==> src/rtl/pwr_mode_pkg.sv <==
package pwr_mode_pkg;

  localparam int MODE_W = 3;

  typedef enum logic [MODE_W-1:0] {
    MODE_RUN   = 3'd0,
    MODE_LIGHT = 3'd1,
    MODE_SLEEP = 3'd2,
    MODE_RSTBY = 3'd3,
    MODE_OFF   = 3'd4,
    MODE_TRANS = 3'd5
  } coreMode_e;

  // Control-to-datapath strobes
  typedef struct packed {
    logic loadActive;  // capture pending target as the active one
    logic waitAck;     // sequencer is waiting for a power-good edge
  } seqStrobe_t;

  localparam logic [MODE_W-1:0] MAX_REQ_CODE = 3'd4;

endpackage

==> src/rtl/pwr_core_dp.sv <==
module pwr_core_dp
  import pwr_mode_pkg::*;
#(
  parameter int TIMEOUT_W = 16
) (
  input  logic                 clk,
  input  logic                 rstN,
  input  logic                 reqValid,
  input  logic [MODE_W-1:0]    reqMode,
  input  logic [TIMEOUT_W-1:0] timeoutLimit,
  input  seqStrobe_t           strb,
  output coreMode_e            pendMode,
  output coreMode_e            activeMode,
  output logic                 errFlag
);

  logic [TIMEOUT_W-1:0] waitCnt;
  logic                 reqOk;

  assign reqOk = reqValid && (reqMode <= MAX_REQ_CODE);

  // Latest legal request wins; applied by control when stable
  always_ff @(posedge clk or negedge rstN) begin
    if (!rstN) begin
      pendMode <= MODE_RUN;
    end else if (reqOk) begin
      pendMode <= coreMode_e'(reqMode);
    end
  end

  always_ff @(posedge clk or negedge rstN) begin
    if (!rstN) begin
      activeMode <= MODE_RUN;
    end else if (strb.loadActive) begin
      activeMode <= pendMode;
    end
  end

  // Power-good wait counter, saturating at the limit
  always_ff @(posedge clk or negedge rstN) begin
    if (!rstN) begin
      waitCnt <= '0;
    end else if (!strb.waitAck) begin
      waitCnt <= '0;
    end else if (waitCnt < timeoutLimit) begin
      waitCnt <= waitCnt + 1'b1;
    end
  end

  always_ff @(posedge clk or negedge rstN) begin
    if (!rstN) begin
      errFlag <= 1'b0;
    end else if (strb.waitAck && (waitCnt >= timeoutLimit)) begin
      errFlag <= 1'b1;
    end
  end

  AST_ERR_STICKY: assert property (@(posedge clk) disable iff (!rstN)
    $past(errFlag) |-> errFlag);

  AST_BAD_CODE_IGNORED: assert property (@(posedge clk) disable iff (!rstN)
    (reqValid && (reqMode > MAX_REQ_CODE)) |=> $stable(pendMode));

endmodule

==> src/rtl/pwr_core_ctrl.sv <==
module pwr_core_ctrl
  import pwr_mode_pkg::*;
(
  input  logic       clk,
  input  logic       rstN,
  input  coreMode_e  pendMode,
  input  coreMode_e  activeMode,
  input  logic       cpuPwrGood,
  input  logic       ramPwrGood,
  input  logic       saveDone,
  input  logic       restoreDone,
  output seqStrobe_t strb,
  output coreMode_e  coreMode,
  output logic       cpuClkEn,
  output logic       snoopClkEn,
  output logic       cpuPwrEn,
  output logic       ramPwrEn,
  output logic       cpuIso,
  output logic       coreRstN,
  output logic       saveReq,
  output logic       restoreReq
);

  typedef enum logic [3:0] {
    S_RUN, S_LIGHT, S_SLEEP, S_RSTBY, S_OFF,
    S_SAVE, S_ISO_ON, S_CPU_DOWN, S_RAM_DOWN,
    S_RAM_UP, S_CPU_UP_WARM, S_CPU_UP_COLD, S_RESTORE
  } seqState_e;

  seqState_e state, stateNxt;

  always_ff @(posedge clk or negedge rstN) begin
    if (!rstN) begin
      state <= S_RUN;
    end else begin
      state <= stateNxt;
    end
  end

  // Next state and strobes
  always_comb begin
    stateNxt        = state;
    strb.loadActive = 1'b0;
    strb.waitAck    = 1'b0;
    unique case (state)
      S_RUN: begin
        unique case (pendMode)
          MODE_LIGHT: stateNxt = S_LIGHT;
          MODE_SLEEP: stateNxt = S_SLEEP;
          MODE_RSTBY: begin
            stateNxt        = S_SAVE;
            strb.loadActive = 1'b1;
          end
          MODE_OFF: begin
            stateNxt        = S_ISO_ON;
            strb.loadActive = 1'b1;
          end
          default: stateNxt = S_RUN;
        endcase
      end
      S_LIGHT, S_SLEEP: begin
        unique case (pendMode)
          MODE_LIGHT: stateNxt = S_LIGHT;
          MODE_SLEEP: stateNxt = S_SLEEP;
          default:    stateNxt = S_RUN;   // deeper modes go through run
        endcase
      end
      S_SAVE: begin
        if (saveDone) stateNxt = S_ISO_ON;
      end
      S_ISO_ON: stateNxt = S_CPU_DOWN;
      S_CPU_DOWN: begin
        strb.waitAck = 1'b1;
        if (!cpuPwrGood) begin
          stateNxt = (activeMode == MODE_OFF) ? S_RAM_DOWN : S_RSTBY;
        end
      end
      S_RAM_DOWN: begin
        strb.waitAck = 1'b1;
        if (!ramPwrGood) stateNxt = S_OFF;
      end
      S_RSTBY: begin
        if (pendMode == MODE_OFF) begin
          stateNxt        = S_RAM_DOWN;
          strb.loadActive = 1'b1;
        end else if (pendMode != MODE_RSTBY) begin
          stateNxt        = S_CPU_UP_WARM;
          strb.loadActive = 1'b1;
        end
      end
      S_OFF: begin
        if (pendMode != MODE_OFF) begin
          stateNxt        = S_RAM_UP;
          strb.loadActive = 1'b1;
        end
      end
      S_RAM_UP: begin
        strb.waitAck = 1'b1;
        if (ramPwrGood) stateNxt = S_CPU_UP_COLD;
      end
      S_CPU_UP_WARM: begin
        strb.waitAck = 1'b1;
        if (cpuPwrGood) stateNxt = S_RESTORE;
      end
      S_CPU_UP_COLD: begin
        strb.waitAck = 1'b1;
        if (cpuPwrGood) stateNxt = S_RUN;
      end
      S_RESTORE: begin
        if (restoreDone) stateNxt = S_RUN;
      end
      default: stateNxt = S_RUN;
    endcase
  end

  // Output decode per state
  always_comb begin
    cpuClkEn   = 1'b0;
    snoopClkEn = 1'b0;
    cpuPwrEn   = 1'b1;
    ramPwrEn   = 1'b1;
    cpuIso     = 1'b0;
    coreRstN   = 1'b1;
    saveReq    = 1'b0;
    restoreReq = 1'b0;
    coreMode   = MODE_TRANS;
    unique case (state)
      S_RUN: begin
        cpuClkEn   = 1'b1;
        snoopClkEn = 1'b1;
        coreMode   = MODE_RUN;
      end
      S_LIGHT: begin
        snoopClkEn = 1'b1;
        coreMode   = MODE_LIGHT;
      end
      S_SLEEP: coreMode = MODE_SLEEP;
      S_SAVE: begin
        cpuClkEn   = 1'b1;
        snoopClkEn = 1'b1;
        saveReq    = 1'b1;
      end
      S_ISO_ON: cpuIso = 1'b1;
      S_CPU_DOWN: begin
        cpuIso   = 1'b1;
        cpuPwrEn = 1'b0;
        coreRstN = 1'b0;
      end
      S_RAM_DOWN: begin
        cpuIso   = 1'b1;
        cpuPwrEn = 1'b0;
        ramPwrEn = 1'b0;
        coreRstN = 1'b0;
      end
      S_RSTBY: begin
        cpuIso   = 1'b1;
        cpuPwrEn = 1'b0;
        coreRstN = 1'b0;
        coreMode = MODE_RSTBY;
      end
      S_OFF: begin
        cpuIso   = 1'b1;
        cpuPwrEn = 1'b0;
        ramPwrEn = 1'b0;
        coreRstN = 1'b0;
        coreMode = MODE_OFF;
      end
      S_RAM_UP: begin
        cpuIso   = 1'b1;
        cpuPwrEn = 1'b0;
        coreRstN = 1'b0;
      end
      S_CPU_UP_WARM, S_CPU_UP_COLD: begin
        cpuIso   = 1'b1;
        coreRstN = 1'b0;
      end
      S_RESTORE: begin
        cpuClkEn   = 1'b1;
        snoopClkEn = 1'b1;
        restoreReq = 1'b1;
      end
      default: coreMode = MODE_TRANS;
    endcase
  end

  AST_ISO_BEFORE_CUT: assert property (@(posedge clk) disable iff (!rstN)
    $fell(cpuPwrEn) |-> $past(cpuIso));

  AST_ISO_AFTER_GOOD: assert property (@(posedge clk) disable iff (!rstN)
    $fell(cpuIso) |-> $past(cpuPwrGood));

  AST_SAVE_ACKED: assert property (@(posedge clk) disable iff (!rstN)
    $fell(saveReq) |-> $past(saveDone));

  AST_RESTORE_ACKED: assert property (@(posedge clk) disable iff (!rstN)
    $fell(restoreReq) |-> $past(restoreDone));

  AST_RAM_AFTER_CPU: assert property (@(posedge clk) disable iff (!rstN)
    !ramPwrEn |-> !cpuPwrEn);

  AST_GATED_UNPOWERED: assert property (@(posedge clk) disable iff (!rstN)
    !cpuPwrEn |-> (!cpuClkEn && !snoopClkEn && !coreRstN));

  AST_ACTIVE_HELD: assert property (@(posedge clk) disable iff (!rstN)
    ((coreMode == MODE_TRANS) && ($past(coreMode) == MODE_TRANS))
      |-> $stable(activeMode));

endmodule

==> src/rtl/pwr_mode_seq.sv <==
module pwr_mode_seq
  import pwr_mode_pkg::*;
#(
  parameter int NUM_CORES = 8,
  parameter int TIMEOUT_W = 16
) (
  input  logic                        clk,
  input  logic                        rstN,
  input  logic [TIMEOUT_W-1:0]        timeoutLimit,
  input  logic [NUM_CORES-1:0]        reqValid,
  input  logic [NUM_CORES*MODE_W-1:0] reqMode,
  input  logic [NUM_CORES-1:0]        cpuPwrGood,
  input  logic [NUM_CORES-1:0]        ramPwrGood,
  input  logic [NUM_CORES-1:0]        saveDone,
  input  logic [NUM_CORES-1:0]        restoreDone,
  output logic [NUM_CORES*MODE_W-1:0] coreMode,
  output logic [NUM_CORES-1:0]        cpuClkEn,
  output logic [NUM_CORES-1:0]        snoopClkEn,
  output logic [NUM_CORES-1:0]        cpuPwrEn,
  output logic [NUM_CORES-1:0]        ramPwrEn,
  output logic [NUM_CORES-1:0]        cpuIso,
  output logic [NUM_CORES-1:0]        coreRstN,
  output logic [NUM_CORES-1:0]        saveReq,
  output logic [NUM_CORES-1:0]        restoreReq,
  output logic [NUM_CORES-1:0]        errFlag
);

  for (genvar gi = 0; gi < NUM_CORES; gi++) begin : g_core
    seqStrobe_t strb;
    coreMode_e  pendMode;
    coreMode_e  activeMode;
    coreMode_e  modeOut;

    pwr_core_dp #(
      .TIMEOUT_W (TIMEOUT_W)
    ) u_dp (
      .clk          (clk),
      .rstN         (rstN),
      .reqValid     (reqValid[gi]),
      .reqMode      (reqMode[gi*MODE_W +: MODE_W]),
      .timeoutLimit (timeoutLimit),
      .strb         (strb),
      .pendMode     (pendMode),
      .activeMode   (activeMode),
      .errFlag      (errFlag[gi])
    );

    pwr_core_ctrl u_ctrl (
      .clk         (clk),
      .rstN        (rstN),
      .pendMode    (pendMode),
      .activeMode  (activeMode),
      .cpuPwrGood  (cpuPwrGood[gi]),
      .ramPwrGood  (ramPwrGood[gi]),
      .saveDone    (saveDone[gi]),
      .restoreDone (restoreDone[gi]),
      .strb        (strb),
      .coreMode    (modeOut),
      .cpuClkEn    (cpuClkEn[gi]),
      .snoopClkEn  (snoopClkEn[gi]),
      .cpuPwrEn    (cpuPwrEn[gi]),
      .ramPwrEn    (ramPwrEn[gi]),
      .cpuIso      (cpuIso[gi]),
      .coreRstN    (coreRstN[gi]),
      .saveReq     (saveReq[gi]),
      .restoreReq  (restoreReq[gi])
    );

    assign coreMode[gi*MODE_W +: MODE_W] = modeOut;
  end

endmodule

==> config.mk <==
export PLATFORM = sky130hd
export DESIGN_NAME = pwr_mode_seq
export DESIGN_NICKNAME = d
export VERILOG_FILES = /design/src/rtl/pwr_mode_pkg.sv /design/src/rtl/pwr_core_dp.sv /design/src/rtl/pwr_core_ctrl.sv /design/src/rtl/pwr_mode_seq.sv
export SDC_FILE = /design/constraint.sdc
export NUM_CORES = 1
export LEC_CHECK = 0
export BUFFER_PORTS_ARGS = -buffer_cell sky130_fd_sc_hd__buf_4
export CAP_MARGIN = 10
export CORE_UTILIZATION = 25
export CTS_BUF_LIST = sky130_fd_sc_hd__clkbuf_8
export DETAILED_ROUTE_END_ITERATION = 16
export GPL_TIMING_DRIVEN = 0
export HOLD_SLACK_MARGIN = 0.12
export PLACE_DENSITY = 0.42
export SLEW_MARGIN = 20
export SYNTH_ARGS = -nofsm -noshare
export SYNTH_HDL_FRONTEND = slang
export SYNTH_SLANG_ARGS = --single-unit
==> constraint.sdc <==
create_clock -name clk -period 2.25 [get_ports clk]
set_clock_uncertainty 0.2 [all_clocks]
set_input_delay 0.225 -clock clk [delete_from_list [all_inputs] [get_ports clk]]
set_output_delay 0.225 -clock clk [all_outputs]
set_load 0.05 [all_outputs]
* Yosys cells after proc, flatten, opt, wreduce, memory -nomap -nowiden
Cells that the tools add are included.
Widths: inputs -> output; s select.
** Word-level totals
- Flip-flop bits (word level) :: 216
- Input port bits :: 82
- Logic and storage cells :: 656
** Operators by class
- $add $sub $neg :: 8
- Magnitude comparators :: 24
- Equal/unequal tests :: 232
- Multiplexer cells :: 248
- Reduce and logical (&&, ||, !) cells :: 104
** Operators with widths (number)
- $pmux 4 s12 :: 8
- $mux 4 :: 88
- $mux 16 :: 16
- $eq 4x4->1 const B :: 40
- $add 16x1->16 const B :: 8
- $eq 4x3->1 const B :: 32
- $ge 16x16->1 :: 8
- $lt 16x16->1 :: 8
- $ne 2x2->1 const B :: 64
- $pmux 3 s5 :: 8
- $mux 1 :: 104
- $pmux 3 s4 :: 8
- $reduce_or 5->1 :: 16
- $reduce_and 9->1 :: 8
- $eq 4x2->1 const B :: 16
- $reduce_or 8->1 :: 8
- $reduce_or 7->1 :: 8
- $eq 3x2->1 const B :: 16
- $eq 3x3->1 const B :: 16
- $reduce_or 2->1 :: 24
- $eq 4x1->1 const B :: 8
- $logic_not 4->1 :: 8
- $pmux 2 s2 :: 8
- $reduce_or 4->1 :: 8
- 9 further kinds :: 80

* Longest topological paths before layout
- Word-level depth :: 4
- Gate-level depth with buffers :: 10
- Gate-level depth less buffers :: 8

* Hierarchy
From an unflattened synthesis, not the netlist that was laid out.
** Unflattened totals
- Cells, all modules :: 2132
- Area total of the unflattened synthesis :: 17953.5 µm²
** By module, submodules not included
- pwr_core_dp at g_core[0].u_dp ... :: times used 5, cells an instance 178, area each 1635.3 µm²
- pwr_core_ctrl :: times used 8, cells an instance 90, area each 628.1 µm²
- pwr_core_dp at g_core[1].u_dp :: times used 1, cells an instance 177, area each 1649.1 µm²
- pwr_core_dp at g_core[7].u_dp :: times used 1, cells an instance 176, area each 1569.0 µm²
- pwr_core_dp at g_core[6].u_dp :: times used 1, cells an instance 169, area each 1534.0 µm²

* Least setup slack after synthesis
No wires, ideal clock.
- Kind :: reg2reg
- From :: reg g_core[5].u_dp.waitCnt[7]
- To :: reg g_core[5].u_dp.waitCnt[11]
- Arrival time :: 2173 ps
- Data required time :: 1972 ps
- Slack :: -201 ps
- Stages on the path, launching flop included :: 9
- Path through :: dfrtp_1 -> ha_1 -> a21oi_1 -> o21ai_1 -> o2bb2ai_2 -> or3_1 -> buf_2 -> or4_1 -> a21oi_1
** Between the ends
- Word-level cells in the longest chain between the ends :: 3
- Elaborated cells on any way between the ends :: 5
** Ends and longest elaborated chain
- from (decl) :: line pwr_core_dp.sv:17 : logic [TIMEOUT_W-1:0] waitCnt;
- from (signal assigned) :: line pwr_core_dp.sv:46 : waitCnt <= waitCnt + 1'b1;
- $add 16x1->16 :: line pwr_core_dp.sv:46
- $mux 16 :: line pwr_core_dp.sv:45 : end else if (waitCnt < timeoutLimit) begin
- $mux 16 :: line pwr_core_dp.sv:43 : end else if (!strb.waitAck) begin
Several ways; a longest one is shown, not always the timed one. The select of a mux whose other input is x is not followed.
A chain may end at the register's enable or synchronous reset.

* Worst setup path after layout
- From :: reg g_core[3].u_dp.waitCnt[12]
- To :: reg g_core[3].u_dp.waitCnt[13]
** Between the ends
- Word-level cells in the longest chain between the ends :: 3
- Elaborated cells on any way between the ends :: 5
** Ends and longest elaborated chain (line)
- from (decl) :: pwr_core_dp.sv:17
- from (signal assigned) :: pwr_core_dp.sv:46
- $add 16x1->16 :: pwr_core_dp.sv:46
- $mux 16 :: pwr_core_dp.sv:45
- $mux 16 :: pwr_core_dp.sv:43
Several ways; a longest one is shown, not always the timed one. The select of a mux whose other input is x is not followed.

==> flow_results.org <==
** Timing
- Relative max-transition margin :: 32.0%
- Actual slew at the worst max-slew pin :: 1.01 ns
- Across all setup checks in the final design, the least slack found is -0.239 ns.
- The total count of max-transition violations in the final report was 0.
- The final number of hold-violating endpoints was 0.
- For the final routed database, the setup TNS stands at -15.27 ns.
- Final setup violating endpoints :: roughly 160
- For this run, the top clock speed supported by timing is 402 MHz.
- Unrepaired setup endpoints after global routing :: true
- Minimum period implied by the final worst setup slack :: 2.49 ns
- Final cycle utilization of the critical path :: 111%

** Worst setup path
- Data required, critical path :: 2.58 ns
- Critical path launch point :: g_core[3].u_dp.waitCnt[12]
- Counting cells, the worst reg-to-reg path comes to 8.
- Kind of launch point of the worst setup path :: flop
- Launching point of the worst reg2reg path :: g_core[3].u_dp.waitCnt[12]
- The largest single stage delay on the critical path is 0.53 ns.
- Of all nets on the critical path, the largest fanout is 7.
- Cell Chain, Critical Path :: ha_1, nand4_1, buf_6, nor2_2, o2bb2ai_4, or3_4, or4_4, a21oi_2
- R2r setup slk :: -0.24 ns
- The slowest stage of the critical path belongs to the cell or4_4.
- At the worst endpoint, the arrival time is 2.81 ns.
- Critical path capture point type :: flop
- Setup Crit Path Kind :: flop to flop

** Cells and area
- The multi-input combinational cells in the finished layout cover a total of 0.0138 mm^2.
- Sequential standard cell area :: 0.00546 mm^2
- Area added between synthesis and finish :: 70.1%
- Counting the fill cells in the layout gives 6639.
- Share of layout cells above drive strength 1 :: approximately 47%
- Fin area :: roughly 0.030 mm^2
- The finished layout holds 3788 standard cells, fillers aside.
- Final layout net count :: slightly above 3000

** Synthesis
- Yosys printed 0 warnings.
- Averaged over all synthesized cells, the footprint is 8.12 um^2.
- Among all cell types in the netlist, the one instantiated most often is nand2_1.
- Summing the sequential cell areas from Yosys gives 31.1% of the chip area.
- Of all cell types, the one taking the most synthesized area is dfrtp_1.
- Top cells by area in the synthesized netlist :: dfrtp_1, ha_1, a21oi_1
- Mapped Area :: roughly 0.017 mm^2
- In the synthesized netlist, the number of instances is 2139.
- After synthesis, the share of flip-flops with an asynchronous set or reset is 100%.
- The synthesized design contains 0 enable-type register cells.
- Counting distinct cell types in the post-synthesis netlist gives 96.
- The number of nets handed over by synthesis was roughly 2400.
- In this run, synthesis produced a sequential element count of 216.
- Summed over its instances, the top area cell type makes up 31.1% of the synthesized netlist area.
- Among all flip-flop cells after synthesis, the most frequent one is dfrtp_1.
- By count the netlist is led by nand2_1, dfrtp_1, nor2_1.

** Clocking
- Counting along the longest clock path gives a buffer depth of 3.
- TritonCTS built the clock tree.
- The cell sitting at the root of the clock tree is a clkbuf_8.
- The H-tree generated during clock tree synthesis spans 2 levels.
- The tree built by TritonCTS fans out to 216 sinks.
- Reg clk slew, reported paths :: 0.06 ns
- Insertion delay to the later sink of the worst-skew pair :: 0.62 ns
- In this run, CTS created clock tree buffers numbering 45.

** Floorplan
- For this configuration, the core starts out at a cell density of 25.3%.
- The core region is approximately 0.069 mm^2.
- The initialized floorplan defines between 90 and 100 standard-cell rows.
- The die is 266 um wide.
- Die ar. :: 0.0705 mm^2
- In this run the count of I/O pins placed on the die edge is ~180.
- Die Height :: 266 um

** Routing
- Total length of routed wires :: 62300 um
- DR vias/cell :: ~5.0
- The detailed router placed 18900 vias in this run.
- In the final routed layout, each cell accounts on average for 16.5 um.
- In this run the remaining antenna-violating nets after routing total 0.
- Number of iterations in the first detailed-routing pass :: 5
- In the routed design, unresolved DRC markers number 0.
- Violation count after the first detailed-route iteration :: 787

** Placed design
- Buffers placed on the I/O ports in this run total 177.
- Summing all placed instances gives a cell area of 0.0201 mm^2.
- Half-perimeter wire length after placement :: 36800 um
- At the end of routability-driven placement, the weighted congestion stood at 0.848.
- Post-Place Cells :: between 3000 and 4000

** Hold path
- In this run the most critical hold path is launched from restoreDone[3].
- Min-Delay Path Class :: input pin to flop
- The worst hold path was traced through 5 stages.

** Global route
- Pin count of the biggest net entering global routing :: 89
- Global routing used 16.6% of the available tracks.
- First-pass GRT wire length :: 96500 um
- Overall overflow remaining after global route :: 0
- The number of global-route vias before repair is about 19000.
- Initial antenna violation count :: 2

** Outcome
- Failing checks :: negative setup slack
- The run finished, with violations left.

** Pwr
- Power comes to around 31 mW.
- The worst-case IR drop observed on VDD is 0.000974 V.
- Leakage power of the design :: between 10 and 15 nW
- In this run the power density over the cells is 1060 mW/mm^2.

** Flow run
- Max-cap violations in this run came to 0.
==> worst paths after layout <==
check	endpoint
min reg2reg	g_core[3].u_dp.errFlag
max in group asynchronous	g_core[0].u_ctrl.state[2]
min in group asynchronous	g_core[7].u_dp.activeMode[0]
min	g_core[3].u_ctrl.state[1]
max reg2reg	g_core[3].u_dp.waitCnt[13]
max	g_core[3].u_dp.waitCnt[13]
==> power breakdown <==
part           internal [mW]  switching [mW]
registers               4.57           0.663
clock network           2.31            1.95
logic                   10.2            11.6
==> critical path: cells and delay by family (launching register included) <==
| kind | cells | cell delay [ns] |
|---|---|---|
| AND/OR/NAND/NOR | 4 | 1.12 |
| flip-flops | 1 | 0.38 |
| AO/OA/AOI/OAI | 2 | 0.31 |
| adder cells (fa/ha/maj) | 1 | 0.27 |
| buffers and inverters | 1 | 0.13 |
==> metrics by stage <==
| step | util (%) | setup WS (ns) | hold slack [ns] |
|---|---|---|---|
| 3_5_place_dp | 29.2 | -0.985 | 0.000868 |
| 5_1_grt | 43.0 | -0.304 | 0.191 |
| 6_report | 43.0 | -0.239 | 0.200 |
| 2_1_floorplan | - | -0.160 | -0.271 |
| 3_3_place_gp | 29.1 | -1.17 | 0.236 |
| 4_1_cts | 39.5 | -0.255 | 0.121 |
==> cells by family after synthesis <==
family,count (synthesis),synth area share [%]
adders and majority gates,137,9.86
AOI/OAI and AO/OA,567,20.6
muxes,44,2.75
and+or+nand+nor,862,25.5
DFF,216,31.1
buffers and inverters,262,7.55
xor gates and xnor gates,51,2.57
==> flip-flops by register name (all words and copies together), names as in the netlist <==
| name | flops |
|---|---|
| g_core.u_dp.pendMode | 24 |
| g_core.u_dp.errFlag | 8 |
| g_core.u_dp.activeMode | 24 |
| g_core.u_ctrl.state | 32 |
| g_core.u_dp.waitCnt | 128 |
==> routing by layer <==
| layer | GRT usage, % | up-vias | part of all wire, % | routed length (um) |
|---|---|---|---|---|
| li1 | - | 9167 | - | - |
| met1 | 20.8 | 9251 | 43 | 26900 |
| met2 | 29.1 | 341 | 50 | 31400 |
| met3 | 2.58 | 149 | 3.4 | 2150 |
| met4 | 5.41 | 0 | 3.0 | 1890 |
| met5 | 0 | - | 0 | 0 |
==> layout by cell type, fill, tap and decap left out, types with 22 or more instances in the layout <==
| cell type | synthesis | routed |
|---|---|---|
| nor2_1 | 208 | 152 |
| o21ai_1 | 19 | 26 |
| nand2b_1 | 39 | 30 |
| buf_4 | 72 | 453 |
| nand2_2 | 0 | 25 |
| buf_6 | 2 | 116 |
| ha_4 | 0 | 44 |
| mux2_2 | 25 | 23 |
| a21oi_1 | 206 | 120 |
| clkbuf_8 | 2 | 67 |
| nor2_4 | 0 | 35 |
| o21ai_2 | 1 | 35 |
| buf_8 | 0 | 84 |
| inv_1 | 91 | 82 |
| o21ai_0 | 105 | 61 |
| a21oi_2 | 1 | 75 |
| xnor2_1 | 47 | 44 |
| nor2b_1 | 45 | 26 |
| dfrtp_2 | 0 | 41 |
| ha_1 | 136 | 92 |
| nand2_1 | 226 | 185 |
| nand4_1 | 49 | 49 |
| nand3_1 | 51 | 46 |
| and3_1 | 28 | 22 |
| a31oi_1 | 41 | 32 |
| dlygate4sd3_1 | 0 | 90 |
| dfrtp_1 | 216 | 175 |
==> area by class of cell <==
cell class                 count  share of cell area, %
antenna                        2                 0.0170
buffer                       108                   4.35
clock buffer                  58                   2.70
clock inverter                25                  0.369
inverter                      92                   1.49
multi-input combinational   1664                   46.9
sequential                   216                   18.5
tap                          931                   3.95
timing repair buffer         692                   21.8
==> what timing repair did <==
action | in CTS | in global routing
pin swaps | 208 | 198
cloned | 10 | 6
buffers inserted | 301 | 125
resized for setup | 801 | 380
hold endpoints to repair | 269 | 0
setup endpoints to repair | 244 | 253
hold buffers | 90 | 0
(Power assumes the default switching activity.)
